`config.mk`:
```
export PLATFORM = sky130hd
export DESIGN_NAME = ddc_gpio_reg
export DESIGN_NICKNAME = d
export VERILOG_FILES = /design/src/rtl/ddc_gpio_pkg.sv /design/src/rtl/ddc_pad_sync.sv /design/src/rtl/ddc_upd_ctrl.sv /design/src/rtl/ddc_line_drv.sv /design/src/rtl/ddc_gpio_reg.sv
export SDC_FILE = /design/constraint.sdc
export NUM_CORES = 1
export LEC_CHECK = 0
export ABC_AREA = 1
export BUFFER_PORTS_ARGS = -buffer_cell sky130_fd_sc_hd__buf_2
export CAP_MARGIN = 40
export CELL_PAD_IN_SITES_DETAIL_PLACEMENT = 0
export CELL_PAD_IN_SITES_GLOBAL_PLACEMENT = 1
export CORE_ASPECT_RATIO = 1.25
export CORE_MARGIN = 5
export CORE_UTILIZATION = 31
export CTS_BUF_LIST = sky130_fd_sc_hd__clkbuf_8
export DETAILED_ROUTE_END_ITERATION = 10
export PLACE_DENSITY = 0.88
export SLEW_MARGIN = 20
export SYNTH_ARGS = -nofsm -noshare
export SYNTH_HDL_FRONTEND = slang
export SYNTH_SLANG_ARGS = --single-unit
```
`constraint.sdc`:
```
create_clock -name clk_i -period 1 [get_ports clk_i]
set_input_delay 0.2 -clock clk_i [delete_from_list [all_inputs] [get_ports clk_i]]
set_output_delay 0.2 -clock clk_i [all_outputs]
set_load 0.005 [all_outputs]
```
`src/rtl/ddc_gpio_pkg.sv`:
```
package ddc_gpio_pkg;
  typedef enum logic {GATE_NONE = 1'b0, GATE_MASKED = 1'b1} gate_mode_e;

  function automatic logic [31:0] merge_lanes(input logic [31:0] cur,
                                              input logic [31:0] wdat,
                                              input logic [3:0]  be);
    logic [31:0] r;
    r = cur;
    for (int i = 0; i < 4; i++)
      if (be[i]) r[i*8 +: 8] = wdat[i*8 +: 8];
    return r;
  endfunction
endpackage

```
`src/rtl/ddc_pad_sync.sv`:
```
module ddc_pad_sync #(
  parameter int STAGES = 2,
  parameter int W      = 2
) (
  input  logic         clk_i,
  input  logic         rst_ni,
  input  logic [W-1:0] d_i,
  output logic [W-1:0] q_o
);
  logic [W-1:0] chain_q [STAGES];

  // idle bus is high
  always_ff @(posedge clk_i or negedge rst_ni)
    if (!rst_ni) chain_q[0] <= '1;
    else         chain_q[0] <= d_i;

  for (genvar s = 1; s < STAGES; s++) begin : g_stage
    always_ff @(posedge clk_i or negedge rst_ni)
      if (!rst_ni) chain_q[s] <= '1;
      else         chain_q[s] <= chain_q[s-1];
  end

  assign q_o = chain_q[STAGES-1];
endmodule

```
`src/rtl/ddc_upd_ctrl.sv`:
```
module ddc_upd_ctrl
  import ddc_gpio_pkg::*;
#(
  parameter gate_mode_e GATE     = GATE_NONE,
  parameter int         MASK_BIT = 25,
  parameter int         SCL_EN   = 17,
  parameter int         SDA_EN   = 16
) (
  input  logic        clk_i,
  input  logic        rst_ni,
  input  logic        wr_en_i,
  input  logic [3:0]  wr_be_i,
  input  logic [31:0] merged_i,
  output logic        upd_o
);
  if (GATE == GATE_MASKED) begin : g_masked
    logic lane_hit;
    assign lane_hit = wr_be_i[2] ||
                      (wr_be_i[0] && (merged_i[SCL_EN] || merged_i[SDA_EN]));
    assign upd_o = wr_en_i && merged_i[MASK_BIT] && lane_hit;


    upd_needs_mask_chk: assert property (@(posedge clk_i) disable iff (!rst_ni)
      upd_o |-> (wr_en_i && merged_i[MASK_BIT] && (wr_be_i[2] || wr_be_i[0])));
  end else begin : g_plain
    assign upd_o = wr_en_i;


    every_write_upd_chk: assert property (@(posedge clk_i) disable iff (!rst_ni)
      wr_en_i |-> upd_o);
  end
endmodule

```
`src/rtl/ddc_line_drv.sv`:
```
module ddc_line_drv #(
  parameter int SCL_EN  = 17,
  parameter int SCL_VAL = 1,
  parameter int SDA_EN  = 16,
  parameter int SDA_VAL = 0
) (
  input  logic        clk_i,
  input  logic        rst_ni,
  input  logic        upd_i,
  input  logic [31:0] val_i,
  output logic        scl_low_o,
  output logic        sda_low_o
);
  logic scl_low_q, sda_low_q;

  always_ff @(posedge clk_i or negedge rst_ni)
    if (!rst_ni) begin
      scl_low_q <= 1'b0;
      sda_low_q <= 1'b0;
    end else if (upd_i) begin
      scl_low_q <= val_i[SCL_EN] & ~val_i[SCL_VAL];
      sda_low_q <= val_i[SDA_EN] & ~val_i[SDA_VAL];
    end

  assign scl_low_o = scl_low_q;
  assign sda_low_o = sda_low_q;


  scl_hold_chk: assert property (@(posedge clk_i) disable iff (!rst_ni)
    !$stable(scl_low_q) |-> $past(upd_i));

  sda_hold_chk: assert property (@(posedge clk_i) disable iff (!rst_ni)
    !$stable(sda_low_q) |-> $past(upd_i));
endmodule

```
`src/rtl/ddc_gpio_reg.sv`:
```
module ddc_gpio_reg
  import ddc_gpio_pkg::*;
#(
  parameter int         BASE_BIT    = 0,
  parameter gate_mode_e GATE        = GATE_NONE,
  parameter int         MASK_BIT    = 25,
  parameter int         SETTLE_CYC  = 4,
  parameter int         SYNC_STAGES = 2
) (
  input  logic        clk_i,
  input  logic        rst_ni,
  input  logic        wr_en_i,
  input  logic [3:0]  wr_be_i,
  input  logic [31:0] wr_data_i,
  output logic [31:0] rd_data_o,
  input  logic        scl_i,
  input  logic        sda_i,
  output logic        scl_low_o,
  output logic        sda_low_o
);
  localparam int SDA_VAL = BASE_BIT;
  localparam int SCL_VAL = BASE_BIT + 1;
  localparam int SDA_RB  = BASE_BIT + 8;
  localparam int SCL_RB  = BASE_BIT + 9;
  localparam int SDA_EN  = BASE_BIT + 16;
  localparam int SCL_EN  = BASE_BIT + 17;
  localparam int CNT_W   = $clog2(SETTLE_CYC + 1);

  logic [31:0]      reg_q, reg_d, merged;
  logic [CNT_W-1:0] cnt_q;
  logic             upd, cap;
  logic [1:0]       pad_s;   // {scl, sda}

  assign merged = merge_lanes(reg_q, wr_data_i, wr_be_i);

  ddc_upd_ctrl #(
    .GATE(GATE), .MASK_BIT(MASK_BIT), .SCL_EN(SCL_EN), .SDA_EN(SDA_EN)
  ) u_upd (
    .clk_i(clk_i), .rst_ni(rst_ni), .wr_en_i(wr_en_i), .wr_be_i(wr_be_i),
    .merged_i(merged), .upd_o(upd)
  );

  ddc_line_drv #(
    .SCL_EN(SCL_EN), .SCL_VAL(SCL_VAL), .SDA_EN(SDA_EN), .SDA_VAL(SDA_VAL)
  ) u_drv (
    .clk_i(clk_i), .rst_ni(rst_ni), .upd_i(upd), .val_i(merged),
    .scl_low_o(scl_low_o), .sda_low_o(sda_low_o)
  );

  ddc_pad_sync #(.STAGES(SYNC_STAGES), .W(2)) u_sync (
    .clk_i(clk_i), .rst_ni(rst_ni), .d_i({scl_i, sda_i}), .q_o(pad_s)
  );

  // settle counter: a new update restarts it
  always_ff @(posedge clk_i or negedge rst_ni)
    if (!rst_ni)             cnt_q <= '0;
    else if (upd)            cnt_q <= CNT_W'(SETTLE_CYC);
    else if (cnt_q != '0)    cnt_q <= cnt_q - CNT_W'(1);

  assign cap = (cnt_q == CNT_W'(1)) && !upd;

  always_comb begin
    reg_d = reg_q;
    if (wr_en_i) begin
      reg_d = merged;
      if (upd) reg_d[11:8] = 4'h0;
    end
    if (cap) begin
      reg_d[SCL_RB] = pad_s[1];
      reg_d[SDA_RB] = pad_s[0];
    end
  end

  always_ff @(posedge clk_i or negedge rst_ni)
    if (!rst_ni) reg_q <= '0;
    else         reg_q <= reg_d;

  assign rd_data_o = reg_q;


  upd_clears_rb_chk: assert property (@(posedge clk_i) disable iff (!rst_ni)
    upd |=> (reg_q[11:8] == 4'h0));

  cap_loads_pads_chk: assert property (@(posedge clk_i) disable iff (!rst_ni)
    (cap && !wr_en_i) |=> (reg_q[SCL_RB] == $past(pad_s[1]) &&
                           reg_q[SDA_RB] == $past(pad_s[0])));

  no_upd_lines_stable_chk: assert property (@(posedge clk_i) disable iff (!rst_ni)
    (wr_en_i && !upd) |=> ($stable(scl_low_o) && $stable(sda_low_o)));
endmodule

```
After elaboration in Yosys (flattened, before gate mapping)
Cells that the tools add are included.
Storage, ports and cells
  output and inout port bits: 34
  input bits: 41
  register bits after elaboration: 39
  word-level logic and storage cells: 32
Cells by class
  equality and inequality tests: 1
  multiplexer cells: 6
  $add $sub $neg: 1
  reductions and logical operators: 9
  bitwise operators: 4
Operators by type and width (number)
  $mux W10: 1
  $mux W8: 1
  $reduce_and A2 Y1: 4
  $mux W3: 2
  $mux W2: 2
  $reduce_bool A2 Y1: 2
  $eq A3 B1 Y1 const B: 1
  $reduce_bool A3 Y1: 1
  $sub A3 B1 Y3 const B: 1
  $and A1 B1 Y1: 2
  $not A1 Y1: 2
  $logic_and A1 B1 Y1: 1
  $logic_not A1 Y1: 1

Longest topological paths before layout
  word-level depth: 3
  gate-level depth with buffers: 6
  gate-level depth less buffers: 5

Cells and area by module
Synthesis repeated with hierarchy kept, for this count alone.
Second synthesis, totals
  cell total of the unflattened synthesis: 246
  area total of the unflattened synthesis: 1960.6 um2
By module, submodules not included
  ddc_gpio_reg: area each 1746.7 um2, instances 1, sequential area each 875.8 um2, cells each 228
  ddc_pad_sync: area each 120.1 um2, instances 1, sequential area each 105.1 um2, cells each 6
  ddc_line_drv: area each 86.3 um2, instances 1, sequential area each 50.0 um2, cells each 11
  ddc_upd_ctrl: area each 7.5 um2, instances 1, sequential area each 0.0 um2, cells each 1

Least setup slack after synthesis
OpenSTA, ideal clock, no wires.
  path type: reg2reg
  start point: register cnt_q[0]
  end point: register cnt_q[1]
  arrival: 891 ps
  cell stages (with the launch flop): 6
  buffers on the path: 0
  required time: 880 ps
  library setup time: 120 ps
  path slack: -10 ps
  clock period less this slack: 1010 ps
  cell sequence: dfrtp_1 > inv_1 > ha_1 > nand3_1 > nand2_1 > o21ai_2
On the way
  cells in the longest elaborated chain, start to end: 3
  elaborated cells on any way between the ends: 5
  those cells by class: add/sub: 1; mux: 2; reduce/logical: 2
Ends and longest elaborated chain
  from (decl): line ddc_gpio_reg.sv:30  | logic [CNT_W-1:0] cnt_q;
  from (signal assigned): line ddc_gpio_reg.sv:57  | else if (upd) cnt_q <= CNT_W'(SETTLE_CYC);
  from (signal assigned): line ddc_gpio_reg.sv:58  | else if (cnt_q != '0) cnt_q <= cnt_q - CNT_W'(1);
  $sub A3 B1 Y3: line ddc_gpio_reg.sv:58
  $mux W3: line ddc_gpio_reg.sv:58
  $mux W3: line ddc_gpio_reg.sv:57
Several ways; a longest one is shown, not always the timed one. The select of a mux whose other input is x is not followed.
A chain may end at the register's enable or synchronous reset.

Final worst setup path
  start point: register reg_q[5] (netlist: rd_data_o[5])
  end point: output rd_data_o[5]
RTL lines
  from (decl): line ddc_gpio_reg.sv:29  | logic [31:0] reg_q, reg_d, merged;
  from (signal assigned): line ddc_gpio_reg.sv:76  | else reg_q <= reg_d;
  to (decl): line ddc_gpio_reg.sv:15  | output logic [31:0] rd_data_o,
No word-level cell between the ends.

==> summary.md <==
| Metric | Value |
|---|---|
| RSZ-0062 raised after global routing | yes |
| Width of the die | roughly 76 um |
| Max VDD drop | 659 uV |
| Main combinational cell family by area after synthesis | simple AND/OR/NAND/NOR gates |
| Crit-path cells | buf_2 |
| Number of global-route vias before repair | 1552 |
| H-tree levels | 2 |
| DIE AREA | about 7000 um^2 |
| Most used routing layer | met2 |
| Synth area leaders | dfrtp_1, nand2_1, nand3_1 |
| Most frequent cells in the layout | nand2_1, buf_2, dfrtp_1 |
| Buf/Inv on CP | 1 |
| First-pass GRT wire length | approximately 6700 um |
| LEAKAGE | 0.00137 uW |
| Crit path time final | 1.01 ns |
| Status | finished with violations |
| Fillers | 544 |
| Met1 Use GR | 12.8% |
| Drt wl/cell | 11.8 um |
| Clk pwr share | 25.3% |
| Initial Util | around a third |
| CTS tree | done |
| Final wirelength | 4030 um |
| Met2 usage | approximately 23% |
| Logic pwr share | a little over a quarter |
| Distinct cells, synth | 18 |
| Setup_tns | -0.0543 ns |
| Crit Path Class | reg2out |
| CP Capture Type | output port |
| Via density | 4.39 |
| Vias | 1500 |
| PD cells | 1640 nW/um^2 |
| Simple-Gate Fraction of Synth Area | just under 30% |
| CTS Root Cell | clkbuf_8 |
| Clock sinks | 39 |
| # DRC | 0 |
| Internal power | around 2800 uW |
| Total grt overflow | 0 |
| Dpl cells | 316 |
| Clock Skew | ~0.0018 ns |
| Pins Over Slew Limit | 0 |
| Cell family with most CP delay | flip-flops |
| GR Layer Usage met3 | 2.19% |
| CORE AREA | around 5300 um^2 |
| Final #Nets | 321 |
| CP required | 0.80 ns |
| IO Port Bufs | between 60 and 70 |
| Failing checks | setup timing |
| Worst hold path type | in2reg |
| Clock transition at the registers of the reported paths | 0.07 ns |
| Synth area leader | dfrtp_1 |
| Global placer's final weighted congestion | 0.747 |
| Sequential area share after synthesis | 58.4% |
| Antenna Diode Count | 0 |
| Final setup vio count | 10 |
| Synthesized flop and latch total | 39 |
| Hold Vio Cnt, Final | 0 |
| Worst skew pair latency | ~0.28 ns |
| Layout area overhead | 42.3% |
| Final WS setup | -0.0137 ns |
| DP Area | 2120 um^2 |
| Sw power | 1130 uW |
| Final non-filler cell total | around 340 |
| Mean area per synthesized cell | 9.13 um^2 |
| GRT Overall Usage | 12.3% |
| Crit-path max FO | 2 |
| Post-synthesis compound-gate area fraction | 1.56% |
| 1st-pass router iterations | 4 |
| Synthesized area | 1680 um^2 |
| Total Power | 3910 uW |
| Commonest non-fill, non-tap cell in the layout | nand2_1 |
| Initial antenna violation count | 0 |
| ANT nets after route | 0 |
| Design area | 2390 um^2 |
| Ports | 75 |
| Reg power frac | roughly 48% |
| Arr. time, crit path | 0.81 ns |
| Post-synthesis xor/xnor area fraction | 0% |
| Fraction of layout cells with a size suffix above 1 | 42.1% |
| Peak Freq | ~0.99 GHz |
| CTS Buf Count | 5 |
| Startpoint Class | flip-flop |
| Largest net degree at the start of global routing | 40 |
| Post-synth top area share | 52.2% |
| FP Rows | 30 |
| Maximum Capacitance Violations | 0 |
| Multiplexer share of the synthesized area | 0% |
| Max Root-Sink Buffers | 2 |
| Net switching share of the total power | 28.9% |
| Mapped Cells | 184 |
| Hold_ws | between 0.015 and 0.02 ns |
| Die Height | roughly 92 um |
| Synth Warn # | 0 |
| DRT iter0 DRCs | 49 |
| Period utilization | 101% |
| Delay of the slowest critical-path stage | ~0.4 ns |
| Detailed placement HPWL | 2970 um |
| Slowest cell on the critical path | dfrtp_1 |
| Synth Area in Adders | 2.24% |
-- registers in the layout, summed over array words and instances (netlist names) --
register and count:
rd_data_o 30, cnt_q 3, u_sync.chain_q 2, u_sync.q_o 2
u_drv.scl_low_o 1, u_drv.sda_low_o 1
-- synthesized netlist by cell type --
master,count
buf_4,6
conb_1,1
dfrtp_1,35
inv_1,9
dfstp_2,4
buf_8,1
ha_1,3
o211ai_1,1
nand2_1,80
nand2_2,2
o21ai_1,2
inv_4,1
buf_6,3
nand3_1,30
nand4_1,3
o21ai_2,1
nor2_1,1
nor2_4,1
-- per-stage QoR --
stage	setup slack (ns)	util, %
floorplan	0.00783	-
global placement	-0.0317	39.7
detailed placement	-0.0478	39.7
CTS	-0.0316	43.2
global route	-0.0523	44.8
finish	-0.0137	44.8
-- layout make-up --
type	count	area, um^2	share of cell area, %
timing repair buffer	95	589	24.7
clock inverter	3	12.5	0.524
inverter	10	40.0	1.68
tap	64	80.1	3.35
sequential	39	981	41.0
multi-input combinational	126	618	25.9
clock buffer	5	68.8	2.88
-- power groups by stage --
stage | combinational (uW) | clock (uW) | sequential [uW]
after global placement | 797 | 0 | 1920
final | 1030 | 991 | 1890
after global routing | 1170 | 1090 | 1910
after CTS | 941 | 1040 | 1890
after detailed placement | 824 | 0 | 1920
after floorplan | 417 | 0 | 1930
-- logic make-up (layout without fill, tap and decap cells) --
| kind of cell | Yosys count | count (layout) |
|---|---|---|
| other | 1 | 2 |
| adders and majority gates | 3 | 3 |
| buffers and inverters | 20 | 113 |
| and+or+nand+nor | 117 | 117 |
| DFF | 39 | 39 |
| AOI/OAI and AO/OA | 4 | 4 |
-- metal layers --
| layer | up-vias | part of all wire (%) |
|---|---|---|
| li1 | 761 | - |
| met1 | 688 | 37 |
| met2 | 44 | 56 |
| met3 | 7 | 5.6 |
| met4 | 0 | 1.9 |
| met5 | - | 0 |
-- final timing paths --
path                                                   from                           to  slack (ns)  depth (start not counted)
min in group asynchronous                            rst_ni     rd_data_o[0]$_DFFE_PN0P_        0.40                          3
worst max register to register         cnt_q[0]$_DFFE_PN0P_         cnt_q[1]$_DFFE_PN0P_        0.01                          5
worst max-delay path               rd_data_o[5]$_DFFE_PN0P_                 rd_data_o[5]       -0.01                          1
worst min-delay path                                  scl_i  u_sync.chain_q[3]$_DFF_PN1_        0.02                          1
max in group asynchronous                            rst_ni  u_sync.chain_q[3]$_DFF_PN1_        0.33                          3
worst min register to register  u_sync.chain_q[3]$_DFF_PN1_      u_sync.q_o[1]$_DFF_PN1_        0.36                          0
-- timing repair --
action                                  4_1_cts  5_1_grt
hold buffers                                  2        0
endpoints found under the hold margin        36        0
endpoints found under the setup margin       34       37
pin swaps                                     0        4
resized for setup                             3        7
setup buffers                                 9        7
Note: power is estimated with default switching activity, not from simulation.
